[config.mk]
export PLATFORM = sky130hd
export DESIGN_NAME = eeprom_pgwr_ctrl
export DESIGN_NICKNAME = d
export VERILOG_FILES = /design/src/rtl/eeprom_pgwr_pkg.sv /design/src/rtl/eeprom_pgwr_guard.sv /design/src/rtl/eeprom_pgwr_latch.sv /design/src/rtl/eeprom_pgwr_timer.sv /design/src/rtl/eeprom_pgwr_ctrl.sv
export SDC_FILE = /design/constraint.sdc
export NUM_CORES = 1
export LEC_CHECK = 0
export BUFFER_PORTS_ARGS = -buffer_cell sky130_fd_sc_hd__buf_4
export CORE_ASPECT_RATIO = 0.7
export CORE_UTILIZATION = 67
export DETAILED_ROUTE_END_ITERATION = 16
export GPL_TIMING_DRIVEN = 0
export PLACE_DENSITY = 0.88
export SLEW_MARGIN = 20
export SYNTH_ARGS = -nofsm -noshare
export SYNTH_HDL_FRONTEND = slang
export SYNTH_SLANG_ARGS = --single-unit
[constraint.sdc]
create_clock -name clk -period 8.8 [get_ports clk]
set_clock_uncertainty 0.15 [all_clocks]
set_input_delay 1.76 -clock clk [delete_from_list [all_inputs] [get_ports clk]]
set_output_delay 1.76 -clock clk [all_outputs]
set_load 0.02 [all_outputs]
[src/rtl/eeprom_pgwr_pkg.sv]
package eeprom_pgwr_pkg;

  typedef enum logic [1:0] {
    PROT_NONE    = 2'd0,
    PROT_QUARTER = 2'd1,
    PROT_HALF    = 2'd2,
    PROT_ALL     = 2'd3
  } prot_e;

  localparam int unsigned ST_BUSY = 0;
  localparam int unsigned ST_WEL  = 1;
  localparam int unsigned ST_BP_LO = 2;
  localparam int unsigned ST_BP_HI = 3;
  localparam int unsigned ST_PEN  = 7;

endpackage

[src/rtl/eeprom_pgwr_guard.sv]
module eeprom_pgwr_guard
  import eeprom_pgwr_pkg::*;
(
  input  prot_e      bp_i,
  input  logic       pen_i,
  input  logic       wp_n_i,
  input  logic [1:0] addr_top_i,
  output logic       region_lock_o,
  output logic       sr_lock_o
);

  always_comb begin
    unique case (bp_i)
      PROT_NONE:    region_lock_o = 1'b0;
      PROT_QUARTER: region_lock_o = &addr_top_i;
      PROT_HALF:    region_lock_o = addr_top_i[1];
      default:      region_lock_o = 1'b1;
    endcase
  end

  assign sr_lock_o = pen_i & ~wp_n_i;

endmodule

[src/rtl/eeprom_pgwr_latch.sv]
module eeprom_pgwr_latch #(
  parameter int unsigned PAGE_BYTES = 64,
  parameter int unsigned DATA_W     = 8,
  localparam int unsigned OFF_W     = $clog2(PAGE_BYTES)
) (
  input  logic              clk,
  input  logic              rst_n,
  input  logic              clr_i,
  input  logic [OFF_W-1:0]  base_off_i,
  input  logic              wr_i,
  input  logic [DATA_W-1:0] wr_data_i,
  input  logic [OFF_W-1:0]  rd_idx_i,
  output logic [DATA_W-1:0] rd_data_o,
  output logic              rd_vld_o,
  output logic              any_vld_o
);

  logic [DATA_W-1:0]     buf_q [PAGE_BYTES];
  logic [PAGE_BYTES-1:0] mask_q, mask_d;
  logic [OFF_W-1:0]      off_q, off_d;
  logic                  off_en;

  always_comb begin
    mask_d = mask_q;
    off_d  = off_q;
    if (clr_i) begin
      mask_d = '0;
      off_d  = base_off_i;
    end else if (wr_i) begin
      mask_d[off_q] = 1'b1;
      off_d         = off_q + 1'b1;
    end
  end

  assign off_en = clr_i | wr_i;

  always_ff @(posedge clk or negedge rst_n) begin
    if (!rst_n) begin
      mask_q <= '0;
      off_q  <= '0;
    end else if (off_en) begin
      mask_q <= mask_d;
      off_q  <= off_d;
    end
  end

  generate
    for (genvar g = 0; g < PAGE_BYTES; g++) begin : g_entry
      logic ent_en;
      assign ent_en = wr_i & ~clr_i & (off_q == OFF_W'(g));
      always_ff @(posedge clk) begin
        if (ent_en) buf_q[g] <= wr_data_i;
      end
    end
  endgenerate

  assign rd_data_o = buf_q[rd_idx_i];
  assign rd_vld_o  = mask_q[rd_idx_i];
  assign any_vld_o = |mask_q;

  AST_CLEAR_EMPTIES: assert property (@(posedge clk) disable iff (!rst_n)
    clr_i |=> !any_vld_o) else $error("buffer not emptied on new write");

endmodule

[src/rtl/eeprom_pgwr_timer.sv]
module eeprom_pgwr_timer #(
  parameter int unsigned CYC_CLKS = 200000,
  localparam int unsigned CNT_W   = $clog2(CYC_CLKS)
) (
  input  logic             clk,
  input  logic             rst_n,
  input  logic             start_i,
  output logic             busy_o,
  output logic [CNT_W-1:0] cnt_o,
  output logic             done_o
);

  localparam logic [CNT_W-1:0] LAST = CNT_W'(CYC_CLKS - 1);

  logic             busy_q, busy_d;
  logic [CNT_W-1:0] cnt_q, cnt_d;
  logic             tmr_en;

  assign done_o = busy_q & (cnt_q == LAST);
  assign tmr_en = start_i | busy_q;

  always_comb begin
    busy_d = busy_q;
    cnt_d  = cnt_q;
    if (start_i && !busy_q) begin
      busy_d = 1'b1;
      cnt_d  = '0;
    end else if (done_o) begin
      busy_d = 1'b0;
      cnt_d  = '0;
    end else if (busy_q) begin
      cnt_d = cnt_q + 1'b1;
    end
  end

  always_ff @(posedge clk or negedge rst_n) begin
    if (!rst_n) begin
      busy_q <= 1'b0;
      cnt_q  <= '0;
    end else if (tmr_en) begin
      busy_q <= busy_d;
      cnt_q  <= cnt_d;
    end
  end

  assign busy_o = busy_q;
  assign cnt_o  = cnt_q;

  AST_CYCLE_ENDS: assert property (@(posedge clk) disable iff (!rst_n)
    (busy_q && cnt_q == LAST) |=> !busy_q) else $error("cycle overran");
  AST_NO_RESTART: assert property (@(posedge clk) disable iff (!rst_n)
    busy_q |-> !start_i) else $error("start while busy");

endmodule

[src/rtl/eeprom_pgwr_ctrl.sv]
module eeprom_pgwr_ctrl
  import eeprom_pgwr_pkg::*;
#(
  parameter int unsigned ADDR_W     = 15,
  parameter int unsigned PAGE_BYTES = 64,
  parameter int unsigned CYC_CLKS   = 200000
) (
  input  logic              clk,
  input  logic              rst_n,
  input  logic              wren_i,
  input  logic              wrdi_i,
  input  logic              wrsr_i,
  input  logic [7:0]        sr_wdata_i,
  input  logic              wr_start_i,
  input  logic [ADDR_W-1:0] wr_addr_i,
  input  logic              wr_byte_i,
  input  logic [7:0]        wr_data_i,
  input  logic              cs_rise_i,
  input  logic              partial_i,
  input  logic              wp_n_i,
  output logic [7:0]        status_o,
  output logic              busy_o,
  output logic              arr_we_o,
  output logic [ADDR_W-1:0] arr_addr_o,
  output logic [7:0]        arr_wdata_o
);

  localparam int unsigned OFF_W  = $clog2(PAGE_BYTES);
  localparam int unsigned PG_W   = ADDR_W - OFF_W;
  localparam int unsigned EFF_CLKS = (CYC_CLKS > PAGE_BYTES) ? CYC_CLKS : PAGE_BYTES + 1;
  localparam int unsigned CNT_W  = $clog2(EFF_CLKS);

  // reset synchronizer: asserts at once, releases on the clock
  logic rst_meta_q, rst_sync_n;
  always_ff @(posedge clk or negedge rst_n) begin
    if (!rst_n) begin
      rst_meta_q <= 1'b0;
      rst_sync_n <= 1'b0;
    end else begin
      rst_meta_q <= 1'b1;
      rst_sync_n <= rst_meta_q;
    end
  end

  logic            wel_q, wel_d;
  logic            sess_q, sess_d;
  prot_e           bp_q, bp_d;
  logic            pen_q, pen_d;
  logic [PG_W-1:0] page_q;
  logic            ctl_en, page_en;

  logic             busy;
  logic [CNT_W-1:0] cnt;
  logic             cyc_done;
  logic             region_lock, sr_lock;
  logic             start_try, sr_try, sess_open, commit;
  logic [7:0]       buf_rd;
  logic             buf_vld, buf_any;
  logic             unused_sr_bits;

  assign unused_sr_bits = ^{sr_wdata_i[6:4], sr_wdata_i[1:0]};

  eeprom_pgwr_guard u_guard (
    .bp_i          (bp_q),
    .pen_i         (pen_q),
    .wp_n_i        (wp_n_i),
    .addr_top_i    (wr_addr_i[ADDR_W-1 -: 2]),
    .region_lock_o (region_lock),
    .sr_lock_o     (sr_lock)
  );

  assign start_try = ~busy & wr_start_i & wel_q & ~sess_q;
  assign sess_open = start_try & ~region_lock;
  assign sr_try    = ~busy & wrsr_i & wel_q & ~sess_q;
  assign commit    = cs_rise_i & sess_q & wel_q & ~partial_i & buf_any;

  eeprom_pgwr_latch #(
    .PAGE_BYTES (PAGE_BYTES),
    .DATA_W     (8)
  ) u_latch (
    .clk        (clk),
    .rst_n      (rst_sync_n),
    .clr_i      (sess_open),
    .base_off_i (wr_addr_i[OFF_W-1:0]),
    .wr_i       (wr_byte_i & sess_q),
    .wr_data_i  (wr_data_i),
    .rd_idx_i   (cnt[OFF_W-1:0]),
    .rd_data_o  (buf_rd),
    .rd_vld_o   (buf_vld),
    .any_vld_o  (buf_any)
  );

  eeprom_pgwr_timer #(
    .CYC_CLKS (EFF_CLKS)
  ) u_timer (
    .clk     (clk),
    .rst_n   (rst_sync_n),
    .start_i (commit),
    .busy_o  (busy),
    .cnt_o   (cnt),
    .done_o  (cyc_done)
  );

  always_comb begin
    wel_d  = wel_q;
    sess_d = sess_q;
    bp_d   = bp_q;
    pen_d  = pen_q;
    if (cyc_done) begin
      wel_d = 1'b0;
    end else if (!busy) begin
      if (wren_i) wel_d = 1'b1;
      if (wrdi_i) wel_d = 1'b0;
      if (sr_try) begin
        wel_d = 1'b0;
        if (!sr_lock) begin
          bp_d  = prot_e'(sr_wdata_i[ST_BP_HI:ST_BP_LO]);
          pen_d = sr_wdata_i[ST_PEN];
        end
      end
      if (start_try) begin
        if (region_lock) wel_d = 1'b0;
        else             sess_d = 1'b1;
      end
      if (cs_rise_i) sess_d = 1'b0;
    end
  end

  assign ctl_en  = cyc_done | ~busy;
  assign page_en = sess_open;

  always_ff @(posedge clk or negedge rst_sync_n) begin
    if (!rst_sync_n) begin
      wel_q  <= 1'b0;
      sess_q <= 1'b0;
      bp_q   <= PROT_NONE;
      pen_q  <= 1'b0;
    end else if (ctl_en) begin
      wel_q  <= wel_d;
      sess_q <= sess_d;
      bp_q   <= bp_d;
      pen_q  <= pen_d;
    end
  end

  always_ff @(posedge clk or negedge rst_sync_n) begin
    if (!rst_sync_n)  page_q <= '0;
    else if (page_en) page_q <= wr_addr_i[ADDR_W-1:OFF_W];
  end

  assign busy_o      = busy;
  assign arr_we_o    = busy & (cnt < CNT_W'(PAGE_BYTES)) & buf_vld;
  assign arr_addr_o  = {page_q, cnt[OFF_W-1:0]};
  assign arr_wdata_o = buf_rd;

  always_comb begin
    status_o                   = '0;
    status_o[ST_BUSY]          = busy;
    status_o[ST_WEL]           = wel_q;
    status_o[ST_BP_HI:ST_BP_LO] = bp_q;
    status_o[ST_PEN]           = pen_q;
  end

  AST_BUSY_KEEPS_WEL: assert property (@(posedge clk) disable iff (!rst_sync_n)
    busy |-> wel_q) else $error("wel lost mid-cycle");
  AST_WEL_DROPS_AT_END: assert property (@(posedge clk) disable iff (!rst_sync_n)
    $fell(busy) |-> !wel_q) else $error("wel kept after cycle");
  AST_SR_LOCK_HOLDS: assert property (@(posedge clk) disable iff (!rst_sync_n)
    (wrsr_i && pen_q && !wp_n_i) |=> ($stable(bp_q) && $stable(pen_q))) else $error("locked status changed");
  AST_PROT_REJECT: assert property (@(posedge clk) disable iff (!rst_sync_n)
    (wr_start_i && !busy && !sess_q && region_lock) |=> !sess_q) else $error("protected write opened");
  AST_NO_WEL_NO_SESSION: assert property (@(posedge clk) disable iff (!rst_sync_n)
    (wr_start_i && !wel_q && !sess_q) |=> !sess_q) else $error("write without wel");
  AST_BUSY_NO_SESSION: assert property (@(posedge clk) disable iff (!rst_sync_n)
    busy |-> !sess_q) else $error("session during cycle");
  AST_BUSY_SR_STABLE: assert property (@(posedge clk) disable iff (!rst_sync_n)
    (busy && wrsr_i) |=> $stable(bp_q)) else $error("status written while busy");

endmodule

==> metrics.yaml <==
die_w_um: 233
pin_count: 74
grt.busiest_layer: "met2"
cp-end-kind: "output pin"
cp-start-kind: "register"
cp_max_fo: 10
grt_pass1_vias: 14400
ctsHoldBuffers: 0
grt_use_met3: 0.0976
drv_slew: 0
power_per_cell_area_nw_per_um2: 309
cts_root_buf: "clkbuf_16"
finalSetupTns_ns: 0
cts_tree: "built"
place_ws_ns: 3.85
worstPathRequired_ns: 6.89
stdcell_count: 2038
dieArea_um2: 38100
setup_viol: 0
fin_crit_ns: 5.89
clkTransAtPathRegs_ns: 0.07
ys.flop_type: "edfxtp_1"
netlist_instances: 1392
initial_utilization: 0.688
slew_headroom: 0.258
dp_hpwl_mm: 39.6
syn-mean-instance-area_um2: 17.9
ys_types: 53
clockBufferDepth: 3
drt-total-wl_mm: 63.8
status: "completed"
fillers: 1916
use_met2: 0.519
synth-async-reset-ratio: 0.170
num_rows: 58
fin_crit_sh: 0.669
stdcell_area_um2: 27800
drtIter0Drc: 2673
seq_area_frac_synth: 0.721
arrival_ns: 3.98
grt_pass1_wl_mm: 93.4
viasPerCell: 7.20
ys_warn_count: 0
route.detailed.drc: 0
grtUsageTotal: 0.348
detail-route-antenna-nets: 0
synthTopCellsByArea: "edfxtp_1, mux4_2, dfrtp_1"
rsz0062_at_grt: "false"
antenna_found_initial: 1
n_antenna_cell: 0
place_area_um2: 26100
peakVddDrop_v: 0.000226
vias: 14700
ys_ff_latch: 617
placed_cells: 1940
fin_ws_ns: 2.91
clock_latency_ns: 0.60
synth_top_cells_by_count: "edfxtp_1, nor2_1, mux4_2"
fin_util: 0.766
gr-total-overflow: 0
dr.pass1.iters: 8
routabilityCongestion: 0.960
post-cts-setup-buffers: 0
cts.sink_count: 617
cts_buffers: 53
cts_resized: 0
areaGrowthSynthToFinish_pct: 11.3
synth_top_area_frac: 0.615
synth_area_leader_cell: "edfxtp_1"
drv_cap: 0
path_class: "register to output pin"
fmaxAchievable_mhz: 170
tightest_slew_ns: 1.11
syn_area_um2: 25000
grt_util_met1: 0.503
htreeDepth: 2
hp-class: "register to register"
yosysMostFrequentCell: "edfxtp_1"
power_leakage_uw: 0.00951
hold_viol_final: 0
core_um2: 36300
post_drt_wl_per_cell_um: 31.3
synth_edf_count: 512
drive_gt1_frac: 0.239
nets: 1561
grt_max_degree: 65
place.port_buffers: 65
die_h_um: 164
[cell families after synthesis]
group | synth area share
compound gates | 0.0381
fa+ha+maj | 0.00250
other cells | 0.000301
buf+inv | 0.0199
flops | 0.721
mux | 0.164
simple gates | 0.0519
xor+xnor | 0.00210
[registers in the layout, indices dropped and copies added, names as in the netlist, 2 cells and up]
| signal | count |
|---|---|
| u_latch.buf_q | 512 |
| u_latch.mask_q | 64 |
| u_timer.cnt_o | 18 |
| page_q | 9 |
| u_latch.off_q | 6 |
| bp_q | 2 |
[area by class of cell]
cell class / instances / area [µm²] / area share
Multi-Input combinational cell: 679 / 6500 / 0.234
Buffer: 86 / 453 / 0.0163
Clock inverter: 30 / 245 / 0.00882
Tap cell: 480 / 601 / 0.0216
Inverter: 12 / 45.0 / 0.00162
Clock buffer: 68 / 1430 / 0.0515
Sequential cell: 617 / 18000 / 0.648
Timing Repair Buffer: 66 / 515 / 0.0185
[critical path, cell delays in order (launching register included)]
cell and delay (ns):
dfrtp_1 0.43, buf_2 0.38, buf_2 0.38, buf_2 0.42, mux4_2 0.37, mux2i_1 0.47
a22oi_1 0.17, o21ai_1 0.36, nor2_1 0.18, buf_4 0.20
[power breakdown]
part	switching, µW	internal (µW)	leakage, µW
sequential	134	3280	0.00599
clock	1040	1260	0.000823
combinational	1710	1170	0.00269
[layer usage]
metal / vias up / part of all wire
li1: 5778 / -
met1: 7362 / 0.36
met2: 1325 / 0.46
met3: 204 / 0.15
met4: 2 / 0.038
met5: - / 0.00020
[path summary, 6_finish.rpt]
kind / to / cells after the start / slack (ns) / startpoint
max: arr_wdata_o[1] / 9 / 2.91 / u_timer.cnt_o[1]
min: rst_sync_n / 0 / 0.20 / rst_meta_q
max reg2reg: u_latch.buf_q[57][4] / 5 / 5.51 / sess_q
min reg2reg: rst_sync_n / 0 / 0.20 / rst_meta_q
max in group asynchronous: u_latch.mask_q[62] / 1 / 7.57 / rst_sync_n
min in group asynchronous: pen_q / 0 / 0.23 / rst_sync_n
[cell usage in the layout (no fill, tap or decap), types with 5 or more instances in the layout]
cell type / count
o21ai_0: 13
buf_2: 25
a31oi_1: 17
a22oi_1: 17
nand2b_1: 5
clkbuf_16: 54
nand3_1: 18
a21oi_1: 69
nor3_1: 7
inv_1: 12
mux4_2: 152
nand2_1: 43
nor2_1: 163
ha_1: 5
nand4_1: 11
mux2i_1: 37
buf_1: 9
nand3b_1: 6
buf_4: 83
clkbuf_1: 40
mux2_2: 28
o21ai_1: 9
o221ai_1: 9
edfxtp_1: 512
clkinv_1: 15
clkinv_2: 9
dfrtp_1: 104
nor4_1: 19
[stage by stage]
step                      hold WS, ns  power (µW)
after global placement          0.185        6140
after detailed placement        0.190        6240
after floorplan                 0.181        5270
after CTS                       0.205        8530
after global routing            0.221        8830
final                           0.204        8600
(Power assumes the default switching activity.)
